===== src/rtl/ofd_pkg.sv =====
package ofd_pkg;
  typedef enum logic [1:0] {
    MODE_HOLD   = 2'd0,
    MODE_RESUME = 2'd1,
    MODE_RUN    = 2'd2
  } run_mode_e;

  localparam int unsigned CTRL_W = 16;
  localparam int unsigned BIT_EN = 15;
  localparam int unsigned BIT_TT = 14;
  localparam int unsigned BIT_DN = 13;
endpackage


===== src/rtl/ofd_mode.sv =====
module ofd_mode
  import ofd_pkg::*;
(
  input  logic      clk,
  input  logic      rst,
  input  logic      run_i,
  output run_mode_e mode_o
);
  logic run_q;

  always_ff @(posedge clk) begin
    if (rst) run_q <= 1'b1;
    else     run_q <= run_i;
  end

  always_comb begin
    if (!run_i)     mode_o = MODE_HOLD;
    else if (run_q) mode_o = MODE_RUN;
    else            mode_o = MODE_RESUME;
  end

  // recovery lasts exactly one cycle
  p_resume_single_r8: assert property (@(posedge clk) disable iff (rst)
    (mode_o == MODE_RESUME) |=> (mode_o != MODE_RESUME));
endmodule


===== src/rtl/ofd_accum.sv =====
module ofd_accum
  import ofd_pkg::*;
#(
  parameter int unsigned W = 16
)(
  input  logic         clk,
  input  logic         rst,
  input  run_mode_e    mode_i,
  input  logic         rung_i,
  input  logic         tick_i,
  input  logic         timing_i,
  input  logic [W-1:0] preset_i,
  output logic [W-1:0] acc_o,
  output logic         expire_o
);
  logic [W-1:0] acc_q;
  logic [W-1:0] acc_step;
  logic         below;

  always_comb begin
    below    = acc_q < preset_i;
    acc_step = below ? acc_q + 1'b1 : acc_q;
    expire_o = (mode_i == MODE_RUN) && !rung_i && timing_i && tick_i &&
               (acc_step >= preset_i);
  end

  always_ff @(posedge clk) begin
    if (rst) begin
      acc_q <= '0;
    end else begin
      unique case (mode_i)
        MODE_HOLD:   acc_q <= acc_q;
        MODE_RESUME: acc_q <= rung_i ? '0 : preset_i;
        default: begin
          if (rung_i)                acc_q <= '0;
          else if (timing_i && tick_i) acc_q <= acc_step;
        end
      endcase
    end
  end

  assign acc_o = acc_q;

  p_hold_acc_r7: assert property (@(posedge clk) disable iff (rst)
    (mode_i == MODE_HOLD) |=> $stable(acc_q));
  p_clear_r2: assert property (@(posedge clk) disable iff (rst)
    (mode_i == MODE_RUN && rung_i) |=> (acc_q == '0));
  p_step_r3: assert property (@(posedge clk) disable iff (rst)
    (mode_i == MODE_RUN && !rung_i && timing_i && tick_i && acc_q < preset_i)
      |=> (acc_q == $past(acc_q) + 1'b1));
  p_load_preset_r9: assert property (@(posedge clk) disable iff (rst)
    (mode_i == MODE_RESUME && !rung_i) |=> (acc_q == $past(preset_i)));
endmodule


===== src/rtl/ofd_status.sv =====
module ofd_status
  import ofd_pkg::*;
(
  input  logic      clk,
  input  logic      rst,
  input  run_mode_e mode_i,
  input  logic      rung_i,
  input  logic      expire_i,
  output logic      en_o,
  output logic      tt_o,
  output logic      dn_o
);
  logic en_q, tt_q, dn_q;

  always_ff @(posedge clk) begin
    if (rst) begin
      en_q <= 1'b0;
      tt_q <= 1'b0;
      dn_q <= 1'b0;
    end else begin
      unique case (mode_i)
        MODE_HOLD: begin
          en_q <= en_q;
          tt_q <= tt_q;
          dn_q <= dn_q;
        end
        MODE_RESUME: begin
          en_q <= rung_i;
          tt_q <= 1'b0;
          dn_q <= rung_i ? dn_q : 1'b0;
        end
        default: begin
          if (rung_i) begin
            en_q <= 1'b1;
            dn_q <= 1'b1;
            tt_q <= 1'b0;
          end else begin
            en_q <= 1'b0;
            if (dn_q && !expire_i) begin
              tt_q <= 1'b1;
            end else begin
              tt_q <= 1'b0;
              dn_q <= 1'b0;
            end
          end
        end
      endcase
    end
  end

  assign en_o = en_q;
  assign tt_o = tt_q;
  assign dn_o = dn_q;

  p_en_drop_r6: assert property (@(posedge clk) disable iff (rst)
    (mode_i == MODE_RUN && !rung_i) |=> !en_q);
  p_tt_needs_dn_r4: assert property (@(posedge clk) disable iff (rst)
    tt_q |-> (dn_q && !en_q));
  p_resume_true_r8: assert property (@(posedge clk) disable iff (rst)
    (mode_i == MODE_RESUME && rung_i) |=> (en_q && !tt_q && dn_q == $past(dn_q)));
  p_hold_flags_r7: assert property (@(posedge clk) disable iff (rst)
    (mode_i == MODE_HOLD) |=> ($stable(en_q) && $stable(tt_q) && $stable(dn_q)));
endmodule


===== src/rtl/offdelay_timer.sv =====
module offdelay_timer
  import ofd_pkg::*;
#(
  parameter int unsigned W = 16
)(
  input  logic              clk,
  input  logic              rst,
  input  logic              run_i,
  input  logic              rung_i,
  input  logic              tick_i,
  input  logic [W-1:0]      preset_i,
  output logic [W-1:0]      acc_o,
  output logic [CTRL_W-1:0] ctrl_o
);
  run_mode_e mode;
  logic      expire;
  logic      en, tt, dn;

  ofd_mode u_mode (
    .clk    (clk),
    .rst    (rst),
    .run_i  (run_i),
    .mode_o (mode)
  );

  ofd_accum #(.W(W)) u_accum (
    .clk      (clk),
    .rst      (rst),
    .mode_i   (mode),
    .rung_i   (rung_i),
    .tick_i   (tick_i),
    .timing_i (dn),
    .preset_i (preset_i),
    .acc_o    (acc_o),
    .expire_o (expire)
  );

  ofd_status u_status (
    .clk      (clk),
    .rst      (rst),
    .mode_i   (mode),
    .rung_i   (rung_i),
    .expire_i (expire),
    .en_o     (en),
    .tt_o     (tt),
    .dn_o     (dn)
  );

  always_comb begin
    ctrl_o         = '0;
    ctrl_o[BIT_EN] = en;
    ctrl_o[BIT_TT] = tt;
    ctrl_o[BIT_DN] = dn;
  end

  // once done has fallen in run mode, ticks with the rung low move nothing
  p_idle_stable_r4: assert property (@(posedge clk) disable iff (rst)
    (mode == MODE_RUN && !rung_i && !dn) |=> ($stable(acc_o) && !ctrl_o[BIT_DN]));
endmodule


===== config.mk =====
export PLATFORM = sky130hd
export DESIGN_NAME = offdelay_timer
export DESIGN_NICKNAME = d
export VERILOG_FILES = /design/src/rtl/ofd_pkg.sv /design/src/rtl/ofd_mode.sv /design/src/rtl/ofd_accum.sv /design/src/rtl/ofd_status.sv /design/src/rtl/offdelay_timer.sv
export SDC_FILE = /design/constraint.sdc
export NUM_CORES = 1
export LEC_CHECK = 0
export BUFFER_PORTS_ARGS = -buffer_cell sky130_fd_sc_hd__buf_2
export CAP_MARGIN = 5
export CORE_MARGIN = 3
export CORE_UTILIZATION = 55
export CTS_BUF_LIST = sky130_fd_sc_hd__clkbuf_8 sky130_fd_sc_hd__clkbuf_16
export CTS_CLUSTER_SIZE = 12
export DETAILED_ROUTE_END_ITERATION = 12
export HOLD_SLACK_MARGIN = 0.06
export PLACE_DENSITY = 0.81
export SYNTH_ARGS = -nofsm -noshare
export SYNTH_HDL_FRONTEND = slang
export SYNTH_SLANG_ARGS = --single-unit
export TNS_END_PERCENT = 100

===== constraint.sdc =====
create_clock -name clk -period 4.2 [get_ports clk]
set_input_delay 0.84 -clock clk [delete_from_list [all_inputs] [get_ports clk]]
set_output_delay 0.84 -clock clk [all_outputs]
set_load 0.03 [all_outputs]

==> results of run 1 <==
## worst max-delay path: stages
cell and delay, ns:
buf_2 0.09, inv_1 0.06, ha_1 0.33, nand4_1 0.16, o21bai_1 0.13, or4_4 0.53
or3_4 0.40, nor2_1 0.21, xor2_1 0.19, ha_1 0.27, a21o_1 0.19, a21o_1 0.18
a21oi_1 0.15, nor2_1 0.06, nand4b_1 0.22, o21ai_0 0.19
## placed cells by master, fill, tap and decap left out, drive strengths merged, types with 2 or more instances in the layout
master  Yosys  layout
conb        1      13
nand2      24      24
and2        2       2
nor2       24      24
a22oi      13      13
o311ai      5       5
clkbuf      7       3
o22ai       3       3
nand3       7       7
nor3       10      10
xor2        8       8
or3         4       4
and4        2       2
or2         3       3
buf        22      51
ha         32      32
or4         6       6
xnor2       7       7
nand2b      2       2
a21oi      12      12
a21o        4       4
o21bai      2       2
inv        20      20
o21ai      16      16
dfxtp      20      20
nand4       6       6
o211ai      6       6
o21a        4       4
nor4        4       4
mux2i       6       6
nor4b       2       2
a211oi      3       3
nand4b      2       2
## sequential cells by signal (all words and copies together) (netlist names)
name	count
u_accum.acc_o	16
u_mode.run_q	1
u_status.dn_o	1
u_status.en_o	1
u_status.tt_o	1
## routing by layer
layer / track usage / vias up / share of wire
li1: - / 1154 / -
met1: 0.346 / 1071 / 0.46
met2: 0.421 / 99 / 0.46
met3: 0.0309 / 12 / 0.067
met4: 0.0835 / 0 / 0.018
met5: 0 / - / 0
## path summary, 6_finish.rpt
check,from,to,slack (ns),cells after the start
hold / removal,u_status.en_o,u_status.en_o,0.50,2
setup / recovery,preset_i[13],u_status.tt_o,0.17,16
hold reg to reg,u_status.en_o,u_status.en_o,0.50,2
setup reg to reg,u_accum.acc_o[13],u_status.tt_o,0.45,14
## cell usage after synthesis (7+ instances only)
| cell | n | area, µm² |
|---|---|---|
| dfxtp_1 | 20 | 400 |
| buf_4 | 16 | 120 |
| nor2_1 | 24 | 90.1 |
| a22oi_1 | 13 | 97.6 |
| clkbuf_1 | 7 | 26.3 |
| a21oi_1 | 12 | 60.1 |
| xor2_1 | 8 | 70.1 |
| nand3_1 | 7 | 35.0 |
| nand2_1 | 24 | 90.1 |
| inv_1 | 20 | 75.1 |
| xnor2_1 | 7 | 61.3 |
| nor3_1 | 9 | 45.0 |
| ha_1 | 32 | 400 |
| o21ai_0 | 14 | 70.1 |
## metrics by stage
stage	instance area [µm²]	cells	utilization	TNS (ns)
after floorplan	2380	313	-	0
after global placement	2550	385	0.629	0
after detailed placement	2550	385	0.629	-0.0125
after CTS	2590	388	0.639	0
after global routing	2600	388	0.641	0
final	2600	388	0.641	0
## logic make-up after synthesis
group / after synthesis / share of synthesized area
AND/OR/NAND/NOR: 102 / 0.236
AO/OA/AOI/OAI: 75 / 0.224
buffers and inverters: 49 / 0.110
adder cells (fa/ha/maj): 32 / 0.171
flip-flops: 20 / 0.171
XOR/XNOR: 15 / 0.0562
multiplexers: 7 / 0.0305
other: 1 / 0.00160
## power groups by stage
stage,clock (µW),sequential [µW],combinational [µW]
final,131,215,164
after detailed placement,0,219,161
after global routing,141,217,182
after CTS,133,215,162
after global placement,0,219,157
after floorplan,0,225,120
## final cells by class
cell class / count / area, µm²
repair buffers: 51 / 285
multi-input cells: 244 / 1740
inverters: 20 / 75.1
well taps: 50 / 62.6
fillers: 375 / 1460
flip-flops and latches: 20 / 400
clock buffers: 3 / 41.3
==> flow_metrics.tcl, run 1 <==
set metrics [dict create \
    place_congestion 0.953 \
    place_ws_ns -0.0125 \
    leakage_uw 0.00126 \
    grt_pass1_vias 2292 \
    slew_headroom 0.481 \
    start_util 0.577 \
    period_share 0.958 \
    ys_async_sr_fraction 0 \
    start_kind "input port" \
    drtAntennaViolNets 0 \
    cts_buffers 3 \
    synth_ff_type "dfxtp_1" \
    cap_viol_max_count 0 \
    rsz0062_at_grt "false" \
    fp.dieArea_um2 5070 \
    whs_ns 0.500 \
    fmax_ghz 0.248 \
    fin_nets 393 \
    internal-power_uw 321 \
    drc 0 \
    numPortBuffers 39 \
    powerDensity_nw_per_um2 196 \
    antenna_found_initial 0 \
    vias 2336 \
    synth_edf_count 0 \
    hold_violations 0 \
    postCtsHoldBufs 0 \
    crit_required_ns 4.38 \
    slew_violations 0 \
    drt-initial-drc-count 163 \
    dp.final_hpwl_mm 4.82 \
    ys_ff_latch 20 \
    switchingPower_uw 190 \
    status "finished clean" \
    clockPowerShare 0.257 \
    path_class "input port to flip-flop" \
    seq_power_share 0.421 \
    overflow 0 \
    final.setup_skew_ns 0.00260 \
    cts_max_level 1 \
    cp-end-kind "flip-flop" \
    seq_area_frac_synth 0.171 \
    yosysUniqueCellTypes 57 \
    cts_resized 0 \
    period_minus_slack_ns 4.03 \
    dieHeight_um 71.2 \
    core_area_um2 4060 \
    worst_pin_slew_ns 0.775 \
    cts_tree "yes" \
    clock_latency_ns 0.26 \
    syn_inst 301 \
    vdd.ir_drop.worst_uv 100 \
    crit_fanout 11 \
    die_w_um 71.2 \
    postRouteWirelength_mm 6.25 \
    first_pass_iters 4 \
    worst_slack_ns 0.175 \
    synth_warnings 0 \
    n_antenna_cell 0 \
    wl_per_cell_um 16.1 \
    sw_frac_of_total 0.371 \
    avgSynthCellArea_um2 7.77 \
    grt_pass1_wl_mm 10.6 \
    clock_sinks 20 \
    via_per_inst 6.02 \
    finalPower_uw 511 \
    p_comb_frac 0.321 \
    area_growth_pct 11.2 \
    drive_above_1_share 0.192 \
    path_clk_slew_ns 0.08 \
    grtUsageTotal 0.255 \
    setup_viol 0 \
    io_pins 53 \
    synth_area_um2 2340 \
    worstPathArrival_ns 4.21 \
    hold_class "flip-flop to flip-flop" \
    clk_path_buf_depth 2 \
    core.rowCount 23 \
    cts-root-buf "clkbuf_8" \
    grt_max_degree 18 \
    cts_setup_buffers 0 \
]
(Power assumes the default switching activity.)
==> run 2: changes to the inputs <==
--- a/config.mk
+++ b/config.mk
@@ -12,8 +12,9 @@
 export CTS_BUF_LIST = sky130_fd_sc_hd__clkbuf_8 sky130_fd_sc_hd__clkbuf_16
 export CTS_CLUSTER_SIZE = 12
 export DETAILED_ROUTE_END_ITERATION = 12
+export GPL_TIMING_DRIVEN = 0
 export HOLD_SLACK_MARGIN = 0.06
-export PLACE_DENSITY = 0.81
+export PLACE_DENSITY = 0.87
 export SYNTH_ARGS = -nofsm -noshare
 export SYNTH_HDL_FRONTEND = slang
 export SYNTH_SLANG_ARGS = --single-unit
==> flow_metrics.tcl, run 2 (synthesized netlist as in run 1, its figures left out) <==
set metrics [dict create \
    place_congestion 0.930 \
    numPortBuffers 36 \
    cp-end-kind "flip-flop" \
    grtUsageTotal 0.256 \
    dieHeight_um 71.2 \
    core_area_um2 4060 \
    overflow 0 \
    mostFrequentLayoutCells "buf_2 (40), ha_1 (32), nand2_1 (24)" \
    dp_cells 401 \
    core.rowCount 23 \
    drive_above_1_share 0.232 \
    final_common_cell "buf_2" \
    multiInputGateArea_um2 1780 \
    slew_violations 0 \
    crit_required_ns 4.40 \
    vdd.ir_drop.worst_uv 103 \
    crit_fanout 10 \
    status "finished clean" \
    path_clk_slew_ns 0.08 \
    path_class "input port to flip-flop" \
    drt-initial-drc-count 261 \
    grt_max_degree 11 \
    first_pass_iters 5 \
    r2r_start "u_accum.acc_o[13]" \
    area_growth_pct 18.1 \
    leakage_uw 0.00134 \
    crit_path_start "preset_i[15]" \
    period_minus_slack_ns 4.05 \
    grt_pass1_vias 2300 \
    hold_class "flip-flop to flip-flop" \
    cts-root-buf "clkbuf_8" \
    design_area_um2 2760 \
    cts_buffers 3 \
    dpl-instance-area_um2 2650 \
    cts_tree "yes" \
    largest_reg_flops 16 \
    wl_per_cell_um 16.1 \
    worst_pin_slew_ns 1.17 \
    start_kind "input port" \
    clock_latency_ns 0.27 \
    hp-start "u_status.tt_o" \
    drc 0 \
    fp.dieArea_um2 5070 \
    via_per_inst 6.07 \
    hold_violations 0 \
    worstPathArrival_ns 4.25 \
    die_w_um 71.2 \
    drtAntennaViolNets 0 \
    antenna_found_initial 0 \
    seq_area_um2 400 \
    cap_viol_max_count 0 \
    clk_path_buf_depth 2 \
    fin_cells 408 \
    fin_nets 413 \
    io_pins 53 \
    n_antenna_cell 0 \
    powerDensity_nw_per_um2 192 \
    fillers 359 \
    tns_ns 0 \
    fmax_ghz 0.247 \
    clock_sinks 20 \
    slew_headroom 0.214 \
    start_util 0.577 \
    dp.final_hpwl_mm 5.05 \
    grt_pass1_wl_mm 10.4 \
    vias 2478 \
    period_share 0.964 \
    setup_viol 0 \
    final.setup_skew_ns 0.00518 \
    cts_max_level 1 \
    postRouteWirelength_mm 6.55 \
]
[run 2: cell count changes in the layout (fill, tap and decap cells not counted), sizes merged]
cell    previous run  this run
buf               51        64
clkbuf             3        10
[run 2: area by class of cell]
type	count	area share
multi-input combinational	244	0.643
sequential	20	0.145
timing repair buffer	42	0.0815
buffer	29	0.0656
inverter	20	0.0272
tap	50	0.0226
clock buffer	3	0.0149
[run 2: stage by stage]
| stage | util | total power [µW] | setup slack (ns) | hold slack [ns] |
|---|---|---|---|---|
| floorplan | - | 345 | 0.406 | 0.437 |
| global placement | 0.648 | 385 | -0.0992 | 0.471 |
| detailed placement | 0.653 | 393 | -0.157 | 0.485 |
| CTS | 0.663 | 524 | 0.0867 | 0.509 |
| global route | 0.681 | 557 | -0.0426 | 0.533 |
| finish | 0.681 | 529 | 0.152 | 0.521 |
[run 2: per-layer routing]
layer	global-route usage	part of all wire	up-vias
met2	0.417	0.48	146
met1	0.330	0.40	1118
met5	0	0	-
li1	-	-	1191
met4	0.119	0.030	0
met3	0.0393	0.083	23
[run 2: power by group]
group | internal (µW) | switching, µW
combinational | 68.6 | 112
clock | 64.2 | 71.2
sequential | 199 | 14.8
[run 2: repair_timing]
action                                  4_1_cts  5_1_grt
endpoints found under the setup margin        0        2
hold buffers                                  0        0
setup buffers                                 0        4
hold endpoints to repair                      0        0
gates resized for setup                       0        9
[run 2: worst max-delay path: stages]
cell and delay, ns:
buf_2 0.09, inv_1 0.07, ha_1 0.30, nand4_1 0.19
nor3_1 0.38, and2_1 0.19, clkbuf_1 0.33, or3_4 0.22
buf_6 0.14, nor2_4 0.05, xor2_1 0.15, ha_1 0.32
a21o_1 0.18, a21o_1 0.18, a21oi_1 0.14, nor2_1 0.06
nand4b_1 0.23, o21ai_1 0.17
[run 2: final timing paths]
kind / depth (start not counted) / endpoint / slack, ns
setup / recovery: 18 / u_status.tt_o / 0.15
hold / removal: 2 / u_status.tt_o / 0.52
setup reg to reg: 16 / u_status.tt_o / 0.46
hold reg to reg: 2 / u_status.tt_o / 0.52
==> run 3: changes to the inputs <==
--- a/config.mk
+++ b/config.mk
@@ -7,14 +7,16 @@
 export LEC_CHECK = 0
 export BUFFER_PORTS_ARGS = -buffer_cell sky130_fd_sc_hd__buf_2
 export CAP_MARGIN = 5
+export CELL_PAD_IN_SITES_DETAIL_PLACEMENT = 1
+export CELL_PAD_IN_SITES_GLOBAL_PLACEMENT = 2
 export CORE_MARGIN = 3
-export CORE_UTILIZATION = 55
+export CORE_UTILIZATION = 31
 export CTS_BUF_LIST = sky130_fd_sc_hd__clkbuf_8 sky130_fd_sc_hd__clkbuf_16
 export CTS_CLUSTER_SIZE = 12
 export DETAILED_ROUTE_END_ITERATION = 12
 export GPL_TIMING_DRIVEN = 0
 export HOLD_SLACK_MARGIN = 0.06
-export PLACE_DENSITY = 0.87
+export PLACE_DENSITY = 0.86
 export SYNTH_ARGS = -nofsm -noshare
 export SYNTH_HDL_FRONTEND = slang
 export SYNTH_SLANG_ARGS = --single-unit
==> flow_metrics.tcl, run 3 (synthesized netlist as in run 1, its figures left out) <==
set metrics [dict create \
    period_share 0.954 \
    top_usage_layer "met2" \
    seq_area_um2 400 \
    cap_viol_max_count 0 \
    whs_ns 0.509 \
    drc 0 \
    start_util 0.321 \
    vdd.ir_drop.worst_uv 87.7 \
    fmax_ghz 0.250 \
    design_area_um2 2820 \
    io_pins 53 \
    place_congestion 0.840 \
    grtUsageTotal 0.178 \
    cpMaxStageDelayCell "or4_4" \
    postRouteWirelength_mm 7.57 \
    final_common_cell "buf_2" \
    slowest_delay_ns 0.55 \
    setup_viol 0 \
    tns_ns 0 \
    r2r_start "u_accum.acc_o[13]" \
    met1_usage 0.237 \
    largest_reg_flops 16 \
    mostFrequentLayoutCells "buf_2 (40), ha_1 (32), nand2_1 (24)" \
    dpl-instance-area_um2 2710 \
    wl_per_cell_um 16.6 \
    grt_pass1_wl_mm 12.3 \
    dieHeight_um 92.9 \
    powerDensity_nw_per_um2 188 \
    cts_buffers 3 \
    worstPathArrival_ns 4.20 \
    fin_nets 412 \
    drive_above_1_share 0.238 \
    path_buf_inv 3 \
    postCtsHoldBufs 0 \
    first_pass_iters 4 \
    clock_sinks 20 \
    fp.dieArea_um2 8630 \
    dp_cells 449 \
    n_antenna_cell 0 \
    met3_usage 0.0187 \
    grt_util_met2 0.304 \
    via_per_inst 5.32 \
    cts_tree "yes" \
    overflow 0 \
    rsz0062_at_grt "false" \
    grt_pass1_vias 2462 \
    finalPower_uw 532 \
    core.rowCount 31 \
    core_area_um2 7290 \
    slew_headroom 0.247 \
    grt_max_degree 11 \
    path_class "input port to flip-flop" \
    dp.final_hpwl_mm 6.01 \
    area_growth_pct 20.6 \
    clock_latency_ns 0.27 \
    start_kind "input port" \
    drtAntennaViolNets 0 \
    antenna_found_initial 0 \
    slew_violations 0 \
    critPathTopFamily "simple AND/OR/NAND/NOR gates" \
    clk_path_buf_depth 2 \
    crit_chain "buf_2 > inv_1 > ha_1 > nand4_1 > nor3_1 > or4_4 > or3_4 > buf_6 > nor2_2 > xor2_1 > ha_1 > a21o_1 > a21o_1 > a21oi_1 > nor2_1 > nand4b_1 > o21ai_0" \
    drt-initial-drc-count 143 \
    cts_max_level 1 \
    leakage_uw 0.00134 \
    final.setup_skew_ns 0.0125 \
    hold_violations 0 \
    period_minus_slack_ns 4.01 \
    crit_path_start "preset_i[13]" \
    fin_cells 456 \
    cts-root-buf "clkbuf_8" \
    multiInputGateArea_um2 1780 \
    fillers 945 \
    crit_fanout 10 \
    numPortBuffers 36 \
    hold_class "flip-flop to flip-flop" \
    status "finished clean" \
    crit_required_ns 4.39 \
    die_w_um 92.9 \
    cp-end-kind "flip-flop" \
    path_clk_slew_ns 0.07 \
    worst_pin_slew_ns 1.12 \
    vias 2426 \
    hp-start "u_status.en_o" \
]
## run 3: changes by cell type in the layout (fill, tap and decap cells not counted), sizes merged
cell	delta
clkbuf	-1
## run 3: through the flow
step | setup WS (ns) | utilization
floorplan | 0.406 | -
global placement | -0.269 | 0.369
detailed placement | -0.293 | 0.371
CTS | 0.0901 | 0.379
global route | 0.0117 | 0.387
finish | 0.194 | 0.387
## run 3: timing repair
action,CTS,global route
buffers inserted,0,5
gates resized for setup,2,6
pin swaps,0,1
endpoints found under the setup margin,2,2
## run 3: final timing paths
check | to | slack (ns) | cells past startpoint
min reg2reg | u_status.en_o | 0.51 | 2
max reg2reg | u_status.tt_o | 0.45 | 15
min | u_status.en_o | 0.51 | 2
max | u_status.tt_o | 0.19 | 17
## run 3: per-layer routing
| metal | routed length (µm) | vias up |
|---|---|---|
| li1 | - | 1192 |
| met1 | 3520 | 1161 |
| met2 | 3620 | 63 |
| met3 | 330 | 10 |
| met4 | 102 | 0 |
| met5 | 0 | - |
## run 3: power by group
part / switching (µW) / leakage, µW / internal (µW)
Clock: 71.3 / 0.0000216 / 64.1
Combinational: 114 / 0.00116 / 68.4
Sequential: 14.8 / 0.000163 / 199
Total: 200 / 0.00134 / 331
## run 3: cell type report
| class | count | area share |
|---|---|---|
| plain buffers | 28 | 0.0629 |
| clock buffers | 3 | 0.0146 |
| inverters | 20 | 0.0266 |
| multi-input cells | 244 | 0.630 |
| flip-flops and latches | 20 | 0.142 |
| well taps | 99 | 0.0439 |
| repair buffers | 42 | 0.0798 |
## run 3: worst register-to-register path: cells and delay by family, from the launching register on
family                   cells  cell delay [ns]
buffers and inverters        1             0.16
flip-flops                   1             0.47
AO/OA/AOI/OAI                4             0.68
adder cells (fa/ha/maj)      2             0.59
AND/OR/NAND/NOR              7             1.61
XOR/XNOR                     1             0.18
